## config.mk

```make
export PLATFORM = sky130hd
export DESIGN_NAME = pdm_dac_core
export DESIGN_NICKNAME = d
export VERILOG_FILES = /design/src/rtl/pdm_pkg.sv /design/src/rtl/pdm_trig_pick.sv /design/src/rtl/pdm_update_ctrl.sv /design/src/rtl/pdm_phase_acc.sv /design/src/rtl/pdm_dac_core.sv
export SDC_FILE = /design/constraint.sdc
export NUM_CORES = 1
export LEC_CHECK = 0
export ABC_AREA = 0
export BUFFER_PORTS_ARGS = -buffer_cell sky130_fd_sc_hd__buf_2
export CORE_MARGIN = 8
export CORE_UTILIZATION = 35
export DETAILED_ROUTE_END_ITERATION = 12
export PLACE_DENSITY = 0.55
export SYNTH_ARGS = -nofsm -noshare
export SYNTH_HDL_FRONTEND = slang
export SYNTH_SLANG_ARGS = --single-unit
```

## constraint.sdc

```tcl
create_clock -name clk -period 2.1 [get_ports clk]
set_input_delay 0 -clock clk [delete_from_list [all_inputs] [get_ports clk]]
set_output_delay 0 -clock clk [all_outputs]
set_load 0.02 [all_outputs]
```

## src/rtl/pdm_pkg.sv

```systemverilog
package pdm_pkg;

    localparam int PDM_DATA_W_DEF = 12;
    localparam int PDM_N_TRIG_DEF = 4;

    typedef enum logic {
        UPD_DIRECT    = 1'b0,
        UPD_TRIGGERED = 1'b1
    } upd_mode_e;

    // Which source, if any, feeds the active register this cycle.
    typedef enum logic [1:0] {
        LD_NONE  = 2'd0,
        LD_WRITE = 2'd1,
        LD_HOLD  = 2'd2
    } load_src_e;

    typedef struct packed {
        load_src_e src;
        logic      req;
    } load_evt_t;

    function automatic load_evt_t pick_load(
        input upd_mode_e mode,
        input logic      wr,
        input logic      hit,
        input logic      pending,
        input logic      req_dis
    );
        load_evt_t ev;
        ev.src = LD_NONE;
        if (mode == UPD_DIRECT) begin
            if (wr) ev.src = LD_WRITE;
        end else begin
            if (hit && pending) ev.src = LD_HOLD;
        end
        ev.req = (ev.src != LD_NONE) && !req_dis;
        return ev;
    endfunction

endpackage

```

## src/rtl/pdm_trig_pick.sv

```systemverilog
module pdm_trig_pick #(
    parameter int N_TRIG = 4,
    localparam int SEL_W = (N_TRIG > 1) ? $clog2(N_TRIG) : 1
) (
    input  logic [N_TRIG-1:0] trig_in,
    input  logic [SEL_W-1:0]  sel,
    output logic              hit
);

    logic [N_TRIG-1:0] match;

    for (genvar i = 0; i < N_TRIG; i++) begin : g_src
        assign match[i] = trig_in[i] && (sel == SEL_W'(i));
    end

    assign hit = |match;

endmodule

```

## src/rtl/pdm_update_ctrl.sv

```systemverilog
module pdm_update_ctrl
    import pdm_pkg::*;
#(
    parameter int DATA_W = 12
) (
    input  logic              clk,
    input  logic              rst,
    input  upd_mode_e         mode,
    input  logic              req_dis,
    input  logic              wr_en,
    input  logic [DATA_W-1:0] wr_data,
    input  logic              trig_hit,
    output logic [DATA_W-1:0] level,
    output logic              req
);

    logic [DATA_W-1:0] hold_q;
    logic [DATA_W-1:0] act_q;
    logic              pend_q;
    logic              req_q;

    load_evt_t         ev;
    logic [DATA_W-1:0] act_d;
    logic              pend_d;

    always_comb begin
        ev = pick_load(mode, wr_en, trig_hit, pend_q, req_dis);
        unique case (ev.src)
            LD_WRITE: act_d = wr_data;
            LD_HOLD:  act_d = hold_q;
            default:  act_d = act_q;
        endcase
        if (mode == UPD_DIRECT)  pend_d = 1'b0;
        else if (wr_en)          pend_d = 1'b1;
        else if (ev.src == LD_HOLD) pend_d = 1'b0;
        else                     pend_d = pend_q;
    end

    always_ff @(posedge clk) begin
        if (rst) begin
            hold_q <= '0;
            act_q  <= '0;
            pend_q <= 1'b0;
            req_q  <= 1'b0;
        end else begin
            if (wr_en) hold_q <= wr_data;
            act_q  <= act_d;
            pend_q <= pend_d;
            req_q  <= ev.req;
        end
    end

    assign level = act_q;
    assign req   = req_q;

endmodule

```

## src/rtl/pdm_phase_acc.sv

```systemverilog
module pdm_phase_acc #(
    parameter int DATA_W = 12
) (
    input  logic              clk,
    input  logic              rst,
    input  logic              en,
    input  logic [DATA_W-1:0] level,
    output logic              bit_out
);

    localparam int SUM_W = DATA_W + 1;

    logic [DATA_W-1:0] acc_q;
    logic              bit_q;
    logic [SUM_W-1:0]  sum;

    assign sum = {1'b0, acc_q} + {1'b0, level};

    always_ff @(posedge clk) begin
        if (rst || !en) begin
            acc_q <= '0;
            bit_q <= 1'b0;
        end else begin
            acc_q <= sum[DATA_W-1:0];
            bit_q <= sum[SUM_W-1];
        end
    end

    assign bit_out = bit_q;

endmodule

```

## src/rtl/pdm_dac_core.sv

```systemverilog
module pdm_dac_core
    import pdm_pkg::*;
#(
    parameter int DATA_W = PDM_DATA_W_DEF,
    parameter int N_TRIG = PDM_N_TRIG_DEF,
    localparam int SEL_W = (N_TRIG > 1) ? $clog2(N_TRIG) : 1
) (
    input  logic              clk,
    input  logic              rst,
    input  logic              en,
    input  logic              upd_on_trig,
    input  logic [SEL_W-1:0]  trig_sel,
    input  logic              tmode_dis,
    input  logic              wr_en,
    input  logic [DATA_W-1:0] wr_data,
    input  logic [N_TRIG-1:0] trig_in,
    output logic              pdm_out,
    output logic              tmode_req,
    output logic [DATA_W-1:0] level_out
);

    upd_mode_e         mode;
    logic              hit;
    logic [DATA_W-1:0] level;

    assign mode = upd_on_trig ? UPD_TRIGGERED : UPD_DIRECT;

    pdm_trig_pick #(.N_TRIG(N_TRIG)) u_pick (
        .trig_in (trig_in),
        .sel     (trig_sel),
        .hit     (hit)
    );

    pdm_update_ctrl #(.DATA_W(DATA_W)) u_upd (
        .clk      (clk),
        .rst      (rst),
        .mode     (mode),
        .req_dis  (tmode_dis),
        .wr_en    (wr_en),
        .wr_data  (wr_data),
        .trig_hit (hit),
        .level    (level),
        .req      (tmode_req)
    );

    pdm_phase_acc #(.DATA_W(DATA_W)) u_acc (
        .clk     (clk),
        .rst     (rst),
        .en      (en),
        .level   (level),
        .bit_out (pdm_out)
    );

    assign level_out = level;

endmodule

```

# Yosys cells after proc, flatten, opt, wreduce, memory -nomap -nowiden
# Cells that the tools add are included.
word_totals:
  inputBits: 24
  reg_bits: 39
  wordCells: 35
  output_inout_bits: 14
op_classes:
  n_reduce_logical: 15
  bitwise: 1
  n_mux: 7
  addsub: 1
  eq_ne: 5
op_table:
  columns: ["cell", "n"]
  rows:
  - ["case mux 12 bit (2 select lines)", 1]
  - ["adder 12 x 12 -> 13 bit", 1]
  - ["== test 2 bit, second input constant", 3]
  - ["logical AND 1 bit", 6]
  - ["nonzero test 2 bit", 3]
  - ["== test 2 x 1 -> 1 bit, second input constant", 2]
  - ["two-way mux 1 bit", 4]
  - ["two-way mux 2 bit", 2]
  - ["OR reduction 4 bit", 1]
  - ["logical NOT 1 bit", 2]
  - ["logical NOT 2 bit", 1]
  - ["OR reduction 2 bit", 1]
  - ["logical OR 1 bit", 1]
  - ["NOT 1 bit", 1]

# Logic depth before layout (Yosys ltp)
# Gate-level depths: netlist of run 1.
logic_depth:
  word_depth: 9
  ltp_mapped: 7
  ltp_nobuf: 7

# Modules after synthesis
# Synthesis of run 1 repeated with hierarchy kept, for this count alone.
hier_totals:
  cells_unflattened: 195
  hier_area_um2: 1993.2
by_module_without_submodules:
  columns: ["mod", "area_per_inst_um2", "seq_area_each_um2", "n_inst", "cells_per_inst"]
  rows:
  - ["pdm_update_ctrl", 1142.3, 520.5, 1, 103]
  - ["pdm_phase_acc", 828.3, 260.2, 1, 91]
  - ["pdm_trig_pick", 22.5, 0.0, 1, 1]

# Least setup slack after synthesis of run 1
# OpenSTA, ideal clock, no wires.
synth_timing:
  path_kind: "register to register"
  from: "reg u_upd.act_q[0], in the netlist u_upd.level[0]"
  to: "reg u_acc.acc_q[8]"
  setup_time_ps: 126
  path_slack_ps: 153
  synth_period_minus_slack_ps: 1947
  required_ps: 1974
  t_arrival_ps: 1821
  path_stages_with_launch: 8
  path_buffers: 0
  path_cell_list: "dfxtp_1 -> ha_1 -> fa_1 -> a211o_1 -> a21oi_1 -> o21ai_0 -> xnor2_1 -> nor2_1"
synth_via:
  elab_chain_len: 1
synth_lines:
  columns: ["item", "line", "text"]
  rows:
  - ["start: declaration", "pdm_update_ctrl.sv:18", "logic [DATA_W-1:0] act_q;"]
  - ["start signal: assignment", "pdm_update_ctrl.sv:47", "act_q <= act_d;"]
  - ["adder 12 x 12 -> 13 bit", "pdm_phase_acc.sv:17", "assign sum = {1'b0, acc_q} + {1'b0, level};"]
  - ["end signal: assignment", "pdm_phase_acc.sv:24", "acc_q <= sum[DATA_W-1:0];"]
  - ["end: declaration", "pdm_phase_acc.sv:13", "logic [DATA_W-1:0] acc_q;"]
# Every way passes these cells.
# A chain may end at the register's enable or synchronous reset.

# Worst setup path in the final report of run 1
# Same ends and word-level chain as after synthesis.

==> results.toml, run 1 <==
[global_routing]
grt_max_degree = 20
grt_antenna_before_repair = 0
overflow = 0
grt_pass1_wl_um = 7670
grt_pass1_vias = 1544
track_usage_pct = 11.5

[logic_synthesis]
synth_top_area_share_pct = 40.8
synth_most_common_cell = "dfxtp_1"
yosys_warnings = 0
async_flop_share_pct = 0
synth_top_area_cell = "dfxtp_1"
synth_area_sq_mm = 0.00191
synthTopCellsByCount = "39 x dfxtp_1, 21 x nor2_1, 14 x and2_1, 14 x mux2i_1, 12 x ha_1"
synth_edf_count = 0
yosysUniqueCellTypes = 40
ys_seq_elements = 39
syn-num-nets = 230
synth.avg_cell_area_sq_um = 9.91
synth_area_leaders = "dfxtp_1 41%, ha_1 7.8%, mux2i_1 7.3%"
synth_flop_cell = "dfxtp_1"
seq_area_frac_synth_pct = 40.8
syn_inst = 193

[clocking]
htree_levels = 2
numCtsBuffers = 5
numClockSinks = 39
cts.clk_slew.worst_paths_ns = 0.07
cts_setup_buffers = 0
tritoncts = "built"
clk_path_buf_depth = 2
ctsRootBufferMaster = "clkbuf_8"
clock_latency_ns = 0.28

[power]
p_int_mw = 1.18
power_frac_clock_pct = 35.0
vdd_drop_max_mv = 0.348
p_leak_nw = 1.13
swShare_pct = 24.6
seqPwrFrac_pct = 51.0
p_per_area_mw_per_mm2 = 653
netSwitchingPower_mw = 0.384
p_comb_share_pct = 13.9

[placement]
place_inst = 295
io_buffers = 37
gp_congestion = 0.792
place_hpwl_um = 3290

[critical_path]
critical_path_class = "flip-flop to flip-flop"
endpoint_kind = "flip-flop"
crit_path_max_fanout = 3
crit_arrival_ns = 2.11
start_kind = "flip-flop"
required_ns = 2.26

[sta]
relSlewSlack_pct = 35.3
setup_viol = 0
fin_skew_ns = 0.00429
worst_slew_pin_slew_ns = 0.967
rsz0062_at_grt = "false"
timing.final.crit_share_pct = 92.7
fin_tns_setup_ns = 0
drv_slew = 0
fin_crit_ns = 1.95
finalHoldViolCount = 0
fmax_mhz = 514

[floorplan]
die_w_um = 89.9
num_rows = 27
core_area_sq_mm = 0.00541
initial_utilization_pct = 35.4
dieArea_sq_mm = 0.00809
die_h_um = 89.9
ios = 38

[final_layout]
antenna_cells = 0
nNetsFinal = 280
fin_util_pct = 44.3
drive_gt1_share_pct = 22.1
fin_cells = 316
syn_to_final_growth_pct = 25.1

[drt]
antenna_left = 0
via_count = 1573
drt-total-wl_um = 4480
drc = 0
wl_per_cell_um = 14.2
via_per_inst = 4.98
dr.first_iter.drc_count = 113
first_pass_iters = 4

[run_status]
status = "complete, no violations"

[job]
maxCapViolations = 0

[worst_hold_path]
hold_path_class = "input port to flip-flop"
[layout by cell type, fill, tap and decap left out, types with 2 or more instances in the layout]
| cell | Yosys | routed |
|---|---|---|
| a211oi_1 | 5 | 5 |
| a21o_1 | 6 | 6 |
| a21oi_1 | 9 | 8 |
| a221o_1 | 10 | 10 |
| a221o_2 | 2 | 2 |
| and2_1 | 14 | 14 |
| and3_1 | 3 | 3 |
| buf_2 | 2 | 37 |
| buf_4 | 0 | 2 |
| clkbuf_8 | 0 | 7 |
| dfxtp_1 | 39 | 39 |
| dlygate4sd3_1 | 0 | 13 |
| ha_1 | 12 | 12 |
| inv_1 | 3 | 3 |
| mux2i_1 | 14 | 14 |
| nand2_1 | 4 | 4 |
| nand2b_1 | 4 | 4 |
| nand3_1 | 3 | 3 |
| nand4_1 | 3 | 3 |
| nor2_1 | 21 | 21 |
| nor3_1 | 2 | 2 |
| nor3b_1 | 2 | 2 |
| o211ai_1 | 2 | 2 |
| o21ai_0 | 4 | 3 |
| xnor2_1 | 6 | 6 |
[per-layer routing]
| layer | global-route usage (%) | up-vias | routed length, um |
|---|---|---|---|
| met5 | 0 | - | 0 |
| met4 | 5.55 | 0 | 74 |
| met3 | 2.41 | 7 | 175 |
| met2 | 17.4 | 30 | 2040 |
| met1 | 15.2 | 731 | 2180 |
| li1 | - | 805 | - |
[power groups by stage]
stage | clock (mW) | combinational (mW) | sequential, mW
after floorplan | 0 | 0.122 | 0.824
after global placement | 0 | 0.199 | 0.813
after detailed placement | 0 | 0.201 | 0.814
after CTS | 0.571 | 0.219 | 0.797
after global routing | 0.606 | 0.242 | 0.802
final | 0.547 | 0.218 | 0.797
[cells by family (layout without fill, tap and decap cells)]
kind of cell | after synthesis | after routing | synth area share (%)
buffers and inverters | 12 | 63 | 2.88
muxes | 15 | 15 | 8.11
xor gates and xnor gates | 7 | 7 | 3.20
adders and majority gates | 13 | 13 | 8.89
DFF | 39 | 39 | 40.8
and+or+nand+nor | 61 | 61 | 16.9
AOI/OAI and AO/OA | 46 | 46 | 19.2
[state kept, by name (all words and copies together) (netlist names)]
name and count:
u_acc.acc_q 12, u_acc.bit_out 1, u_upd.hold_q 12, u_upd.level 12, u_upd.pend_q 1, u_upd.req 1
[worst max-delay path, cell delays in order, from the launching register on]
cell	delay, ns
dfxtp_1	0.33
ha_1	0.23
fa_1	0.42
a211o_1	0.30
a21oi_2	0.20
o21ai_1	0.13
xnor2_1	0.15
nor2_1	0.05
[final cells by class]
type / instances / area, sq um
multi-input cells: 142 / 1080
inverters: 3 / 11.3
repair buffers: 52 / 330
flip-flops and latches: 39 / 781
clock buffers: 8 / 100
fillers: 562 / 3010
well taps: 72 / 90.1
[path summary, 6_finish.rpt]
path         slack [ns]                          end                          from  cells past startpoint
min                0.01    u_upd.pend_q$_SDFFE_PP0P_                   upd_on_trig                      2
max                0.15    u_acc.acc_q[8]$_SDFF_PP0_   u_upd.level[0]$_SDFFE_PP0P_                      7
min reg2reg        0.49  u_upd.level[4]$_SDFFE_PP0P_  u_upd.hold_q[4]$_SDFFE_PP0P_                      1
max reg2reg        0.15    u_acc.acc_q[8]$_SDFF_PP0_   u_upd.level[0]$_SDFFE_PP0P_                      7
[through the flow]
| stage | hold slack (ns) | area, sq um | power, mW | setup slack [ns] |
|---|---|---|---|---|
| floorplan | 0.0728 | 1910 | 0.946 | 0.153 |
| global placement | 0.162 | 2160 | 1.01 | 0.121 |
| detailed placement | 0.164 | 2160 | 1.01 | 0.0416 |
| CTS | 0.00473 | 2390 | 1.59 | 0.0292 |
| global route | 0.0104 | 2390 | 1.65 | 0.0310 |
| finish | 0.0145 | 2390 | 1.56 | 0.154 |
[what timing repair did]
| item | CTS | global route |
|---|---|---|
| endpoints found under the hold margin | 13 | 0 |
| hold buffers | 13 | 0 |
| endpoints found under the setup margin | 0 | 4 |
| resized for setup | 0 | 2 |
No activity file was read; power rests on OpenSTA's default activity.
==> run 2, diff against run 1 <==
Settings changed: REMOVE_ABC_BUFFERS from default to 1.
==> results.toml, run 2 (synthesized netlist as in run 1, its figures left out) <==
[sta]
worst_slew_pin_slew_ns = 0.911
drv_slew = 0
fin_skew_ns = 0.00703
finalHoldViolCount = 0
fmax_mhz = 516
relSlewSlack_pct = 39.0
timing.final.crit_share_pct = 92.2
rsz0062_at_grt = "false"
fin_tns_setup_ns = 0
fin_crit_ns = 1.94
setup_viol = 0

[power]
p_leak_nw = 1.11
netSwitchingPower_mw = 0.406
p_per_area_mw_per_mm2 = 638
p_int_mw = 1.11
swShare_pct = 26.8
power_frac_clock_pct = 33.2
p_comb_share_pct = 14.2
vdd_drop_max_mv = 0.351
seqPwrFrac_pct = 52.6

[clocking]
clk_path_buf_depth = 2
htree_levels = 2
cts_setup_buffers = 0
numClockSinks = 39
cts.clk_slew.worst_paths_ns = 0.08
tritoncts = "built"
numCtsBuffers = 5
ctsRootBufferMaster = "clkbuf_8"
clock_latency_ns = 0.29

[critical_path]
endpoint_kind = "flip-flop"
critical_path_class = "flip-flop to flip-flop"
r2r_end = "u_acc.acc_q[8]$_SDFF_PP0_"
crit_path_max_fanout = 3
reg2reg_from = "u_upd.level[0]$_SDFFE_PP0P_"
start_kind = "flip-flop"
path_cells = "ha_1 > fa_1 > a211o_1 > a21oi_2 > o21ai_1 > xnor2_1 > nor2_1"
required_ns = 2.27
cpMaxStageDelayCell = "fa_1"
max_stage_delay_ns = 0.42
crit_arrival_ns = 2.11
rr_worst_depth = 7
r2r_slack_ns = 0.16

[drt]
via_count = 1564
drc = 0
wl_per_cell_um = 13.6
via_per_inst = 4.97
antenna_left = 0
drt-total-wl_um = 4270
first_pass_iters = 4
dr.first_iter.drc_count = 79

[run_status]
status = "complete, no violations"

[global_routing]
grt_pass1_vias = 1569
grt_pass1_wl_um = 7330
overflow = 0
grt_max_degree = 20
grt_antenna_before_repair = 0
track_usage_pct = 11.0

[placement]
gp_congestion = 0.843
placed_area_sq_mm = 0.00215
io_buffers = 37
place_hpwl_um = 3160
place_inst = 294

[final_layout]
final_area_sq_mm = 0.00237
drive_gt1_share_pct = 22.2
most-common-layout-cells = "39 x dfxtp_1, 37 x buf_2, 21 x nor2_1"
fin_cells = 315
nNetsFinal = 279
syn_to_final_growth_pct = 24.1
antenna_cells = 0
layout_commonest_cell = "dfxtp_1"

[floorplan]
num_rows = 27
initial_utilization_pct = 35.4
die_h_um = 89.9
core_area_sq_mm = 0.00541
ios = 38
dieArea_sq_mm = 0.00809
die_w_um = 89.9

[worst_hold_path]
min-delay-start = "upd_on_trig"
hold_path_class = "input port to flip-flop"
min_path_cells = 2
whs_endpoint = "u_upd.pend_q$_SDFFE_PP0P_"

[job]
maxCapViolations = 0
## run 2: area by class of cell
class / instances / area [sq um]
inverters: 3 / 11.3
clock inverters: 3 / 20.0
repair buffers: 51 / 323
fillers: 554 / 3030
multi-input cells: 142 / 1080
clock buffers: 5 / 68.8
flip-flops and latches: 39 / 781
well taps: 72 / 90.1
## run 2: worst max-delay path by stage
stage                                start  cells after the start                   endpoint
3_3_place_gp   u_upd.level[0]$_SDFFE_PP0P_                      7  u_acc.acc_q[8]$_SDFF_PP0_
5_1_grt        u_upd.level[0]$_SDFFE_PP0P_                      7  u_acc.acc_q[8]$_SDFF_PP0_
6_report       u_upd.level[0]$_SDFFE_PP0P_                      7  u_acc.acc_q[8]$_SDFF_PP0_
2_1_floorplan  u_upd.level[0]$_SDFFE_PP0P_                      7  u_acc.acc_q[8]$_SDFF_PP0_
4_1_cts        u_upd.level[0]$_SDFFE_PP0P_                      7  u_acc.acc_q[8]$_SDFF_PP0_
3_5_place_dp   u_upd.level[0]$_SDFFE_PP0P_                      7  u_acc.acc_q[8]$_SDFF_PP0_
## run 2: through the flow
| step | setup slack [ns] | hold slack (ns) | total power, mW | utilization [%] |
|---|---|---|---|---|
| 2_1_floorplan | 0.154 | 0.0724 | 0.932 | - |
| 3_3_place_gp | 0.120 | 0.160 | 1.01 | 39.8 |
| 3_5_place_dp | 0.0651 | 0.162 | 1.01 | 39.8 |
| 4_1_cts | 0.0480 | 0.00230 | 1.54 | 43.9 |
| 5_1_grt | 0.0108 | 0.0147 | 1.59 | 43.9 |
| 6_report | 0.163 | 0.00905 | 1.51 | 43.9 |
## run 2: repair_timing
item | CTS | global route
endpoints found under the hold margin | 13 | 0
setup endpoints to repair | 0 | 3
resized for setup | 0 | 2
hold buffers | 13 | 0
## run 2: worst max-delay path, delay by kind of cell (launching register included)
| family | cells | cell delay (ns) |
|---|---|---|
| fa+ha+maj | 2 | 0.64 |
| compound gates | 3 | 0.63 |
| flops | 1 | 0.33 |
| simple gates | 1 | 0.05 |
| xor+xnor | 1 | 0.15 |
## run 2: metal layers
metal  vias up  share of wire [%]  GRT usage (%)
met5         -                  0              0
met4         0                2.2           5.41
met3         7                3.4           2.83
met2        28                 46           17.7
met1       725                 48           13.3
li1        804                  -              -
## run 2: power groups by stage
stage	Sequential, mW	Combinational [mW]	Clock [mW]
2_1_floorplan	0.824	0.108	0
3_3_place_gp	0.813	0.197	0
3_5_place_dp	0.813	0.198	0
4_1_cts	0.796	0.217	0.524
5_1_grt	0.801	0.239	0.553
6_report	0.796	0.215	0.503
==> run 3, diff against run 2 <==
Settings changed: CORE_ASPECT_RATIO from default to 1.25.
==> results.toml, run 3 (synthesized netlist as in run 1, its figures left out) <==
[run_status]
status = "complete, no violations"

[sta]
drv_slew = 0
fmax_mhz = 517
fin_skew_ns = 0.00323
timing.final.crit_share_pct = 92.2
fin_tns_setup_ns = 0
worst_slew_pin_slew_ns = 0.856
setup_viol = 0
fin_crit_ns = 1.94
rsz0062_at_grt = "false"
finalHoldViolCount = 0
relSlewSlack_pct = 42.7
whs_ns = 0.0133

[critical_path]
required_ns = 2.26
crit_path_max_fanout = 3
rr_worst_depth = 7
start_kind = "flip-flop"
critical_path_class = "flip-flop to flip-flop"
endpoint_kind = "flip-flop"
crit_arrival_ns = 2.10

[final_layout]
final.fill_count = 533
final_area_sq_mm = 0.00239
most-common-layout-cells = "39 x dfxtp_1, 37 x buf_2, 21 x nor2_1"
layout_commonest_cell = "dfxtp_1"
drive_gt1_share_pct = 22.4
nNetsFinal = 281
syn_to_final_growth_pct = 25.0
antenna_cells = 0
multi_input_area_sq_mm = 0.00108
seq_area_sq_um = 781

[drt]
antenna_left = 0
drt-total-wl_um = 4430
via_per_inst = 5.04
first_pass_iters = 4
wl_per_cell_um = 14.3
drc = 0
via_count = 1556
dr.first_iter.drc_count = 62

[global_routing]
track_usage_pct = 11.6
grt_max_degree = 20
grt_antenna_before_repair = 0
grt_use_met2_pct = 20.5
busiest_layer = "met2"
overflow = 0
use_met3_pct = 2.82
grt_pass1_vias = 1651
grt_pass1_wl_um = 7520
use_met1_pct = 13.0

[placement]
place_hpwl_um = 3310
placed_area_sq_mm = 0.00216
gp_congestion = 0.790
io_buffers = 37

[power]
finalPower_mw = 1.56
p_per_area_mw_per_mm2 = 654
p_leak_nw = 1.13
vdd_drop_max_mv = 0.331

[clocking]
numClockSinks = 39
cts.clk_slew.worst_paths_ns = 0.07
tritoncts = "built"
clk_path_buf_depth = 2
cts_setup_buffers = 0
numCtsBuffers = 5
ctsRootBufferMaster = "clkbuf_8"
clock_latency_ns = 0.28
htree_levels = 2

[floorplan]
dieArea_sq_mm = 0.00810
die_h_um = 98.7
initial_utilization_pct = 35.6
ios = 38
num_rows = 30
die_w_um = 82.1
core_area_sq_mm = 0.00537

[worst_hold_path]
hold_path_class = "input port to flip-flop"
min_path_cells = 2

[job]
maxCapViolations = 0
-- run 3: metrics by stage --
stage	worst slack (ns)	utilization [%]	std cells
global route	0.0351	44.5	309
finish	0.164	44.5	309
detailed placement	0.116	40.2	288
CTS	0.0901	44.5	309
floorplan	0.154	-	184
global placement	0.129	40.2	288
-- run 3: path summary, 6_finish.rpt --
| path | start | to | slack [ns] |
|---|---|---|---|
| max | u_upd.level[0]$_SDFFE_PP0P_ | u_acc.acc_q[8]$_SDFF_PP0_ | 0.16 |
| min | upd_on_trig | u_upd.pend_q$_SDFFE_PP0P_ | 0.01 |
| min reg2reg | u_upd.hold_q[8]$_SDFFE_PP0P_ | u_upd.level[8]$_SDFFE_PP0P_ | 0.48 |
| max reg2reg | u_upd.level[0]$_SDFFE_PP0P_ | u_acc.acc_q[8]$_SDFF_PP0_ | 0.16 |
-- run 3: timing repair --
| action | 4_1_cts | 5_1_grt |
|---|---|---|
| gates resized for setup | 0 | 1 |
| hold buffers | 13 | 0 |
| endpoints found under the hold margin | 13 | 0 |
| endpoints found under the setup margin | 0 | 3 |
-- run 3: worst max-delay path, cell delays in order (launching register included) --
cell and delay (ns):
dfxtp_1 0.33, ha_1 0.23, fa_1 0.40, a211o_1 0.30, a21oi_2 0.19, o21ai_0 0.17
xnor2_1 0.16, nor2_1 0.05
-- run 3: cell type report --
cell class                 instances  share of cell area [%]
tap                               64                    3.35
clock buffer                       8                    4.19
timing repair buffer              53                    14.1
sequential                        39                    32.7
multi-input combinational        142                    45.2
inverter                           3                   0.471
-- run 3: routing by layer --
layer,wire length (um),part of all wire [%]
met1,1980,45
met2,2280,51
met3,120,2.7
met4,54,1.2
met5,0,0
-- run 3: report_power, final --
group	internal (mW)	total (mW)	switching (mW)
registers	0.774	0.797	0.0226
logic	0.105	0.218	0.113
clock network	0.300	0.550	0.250
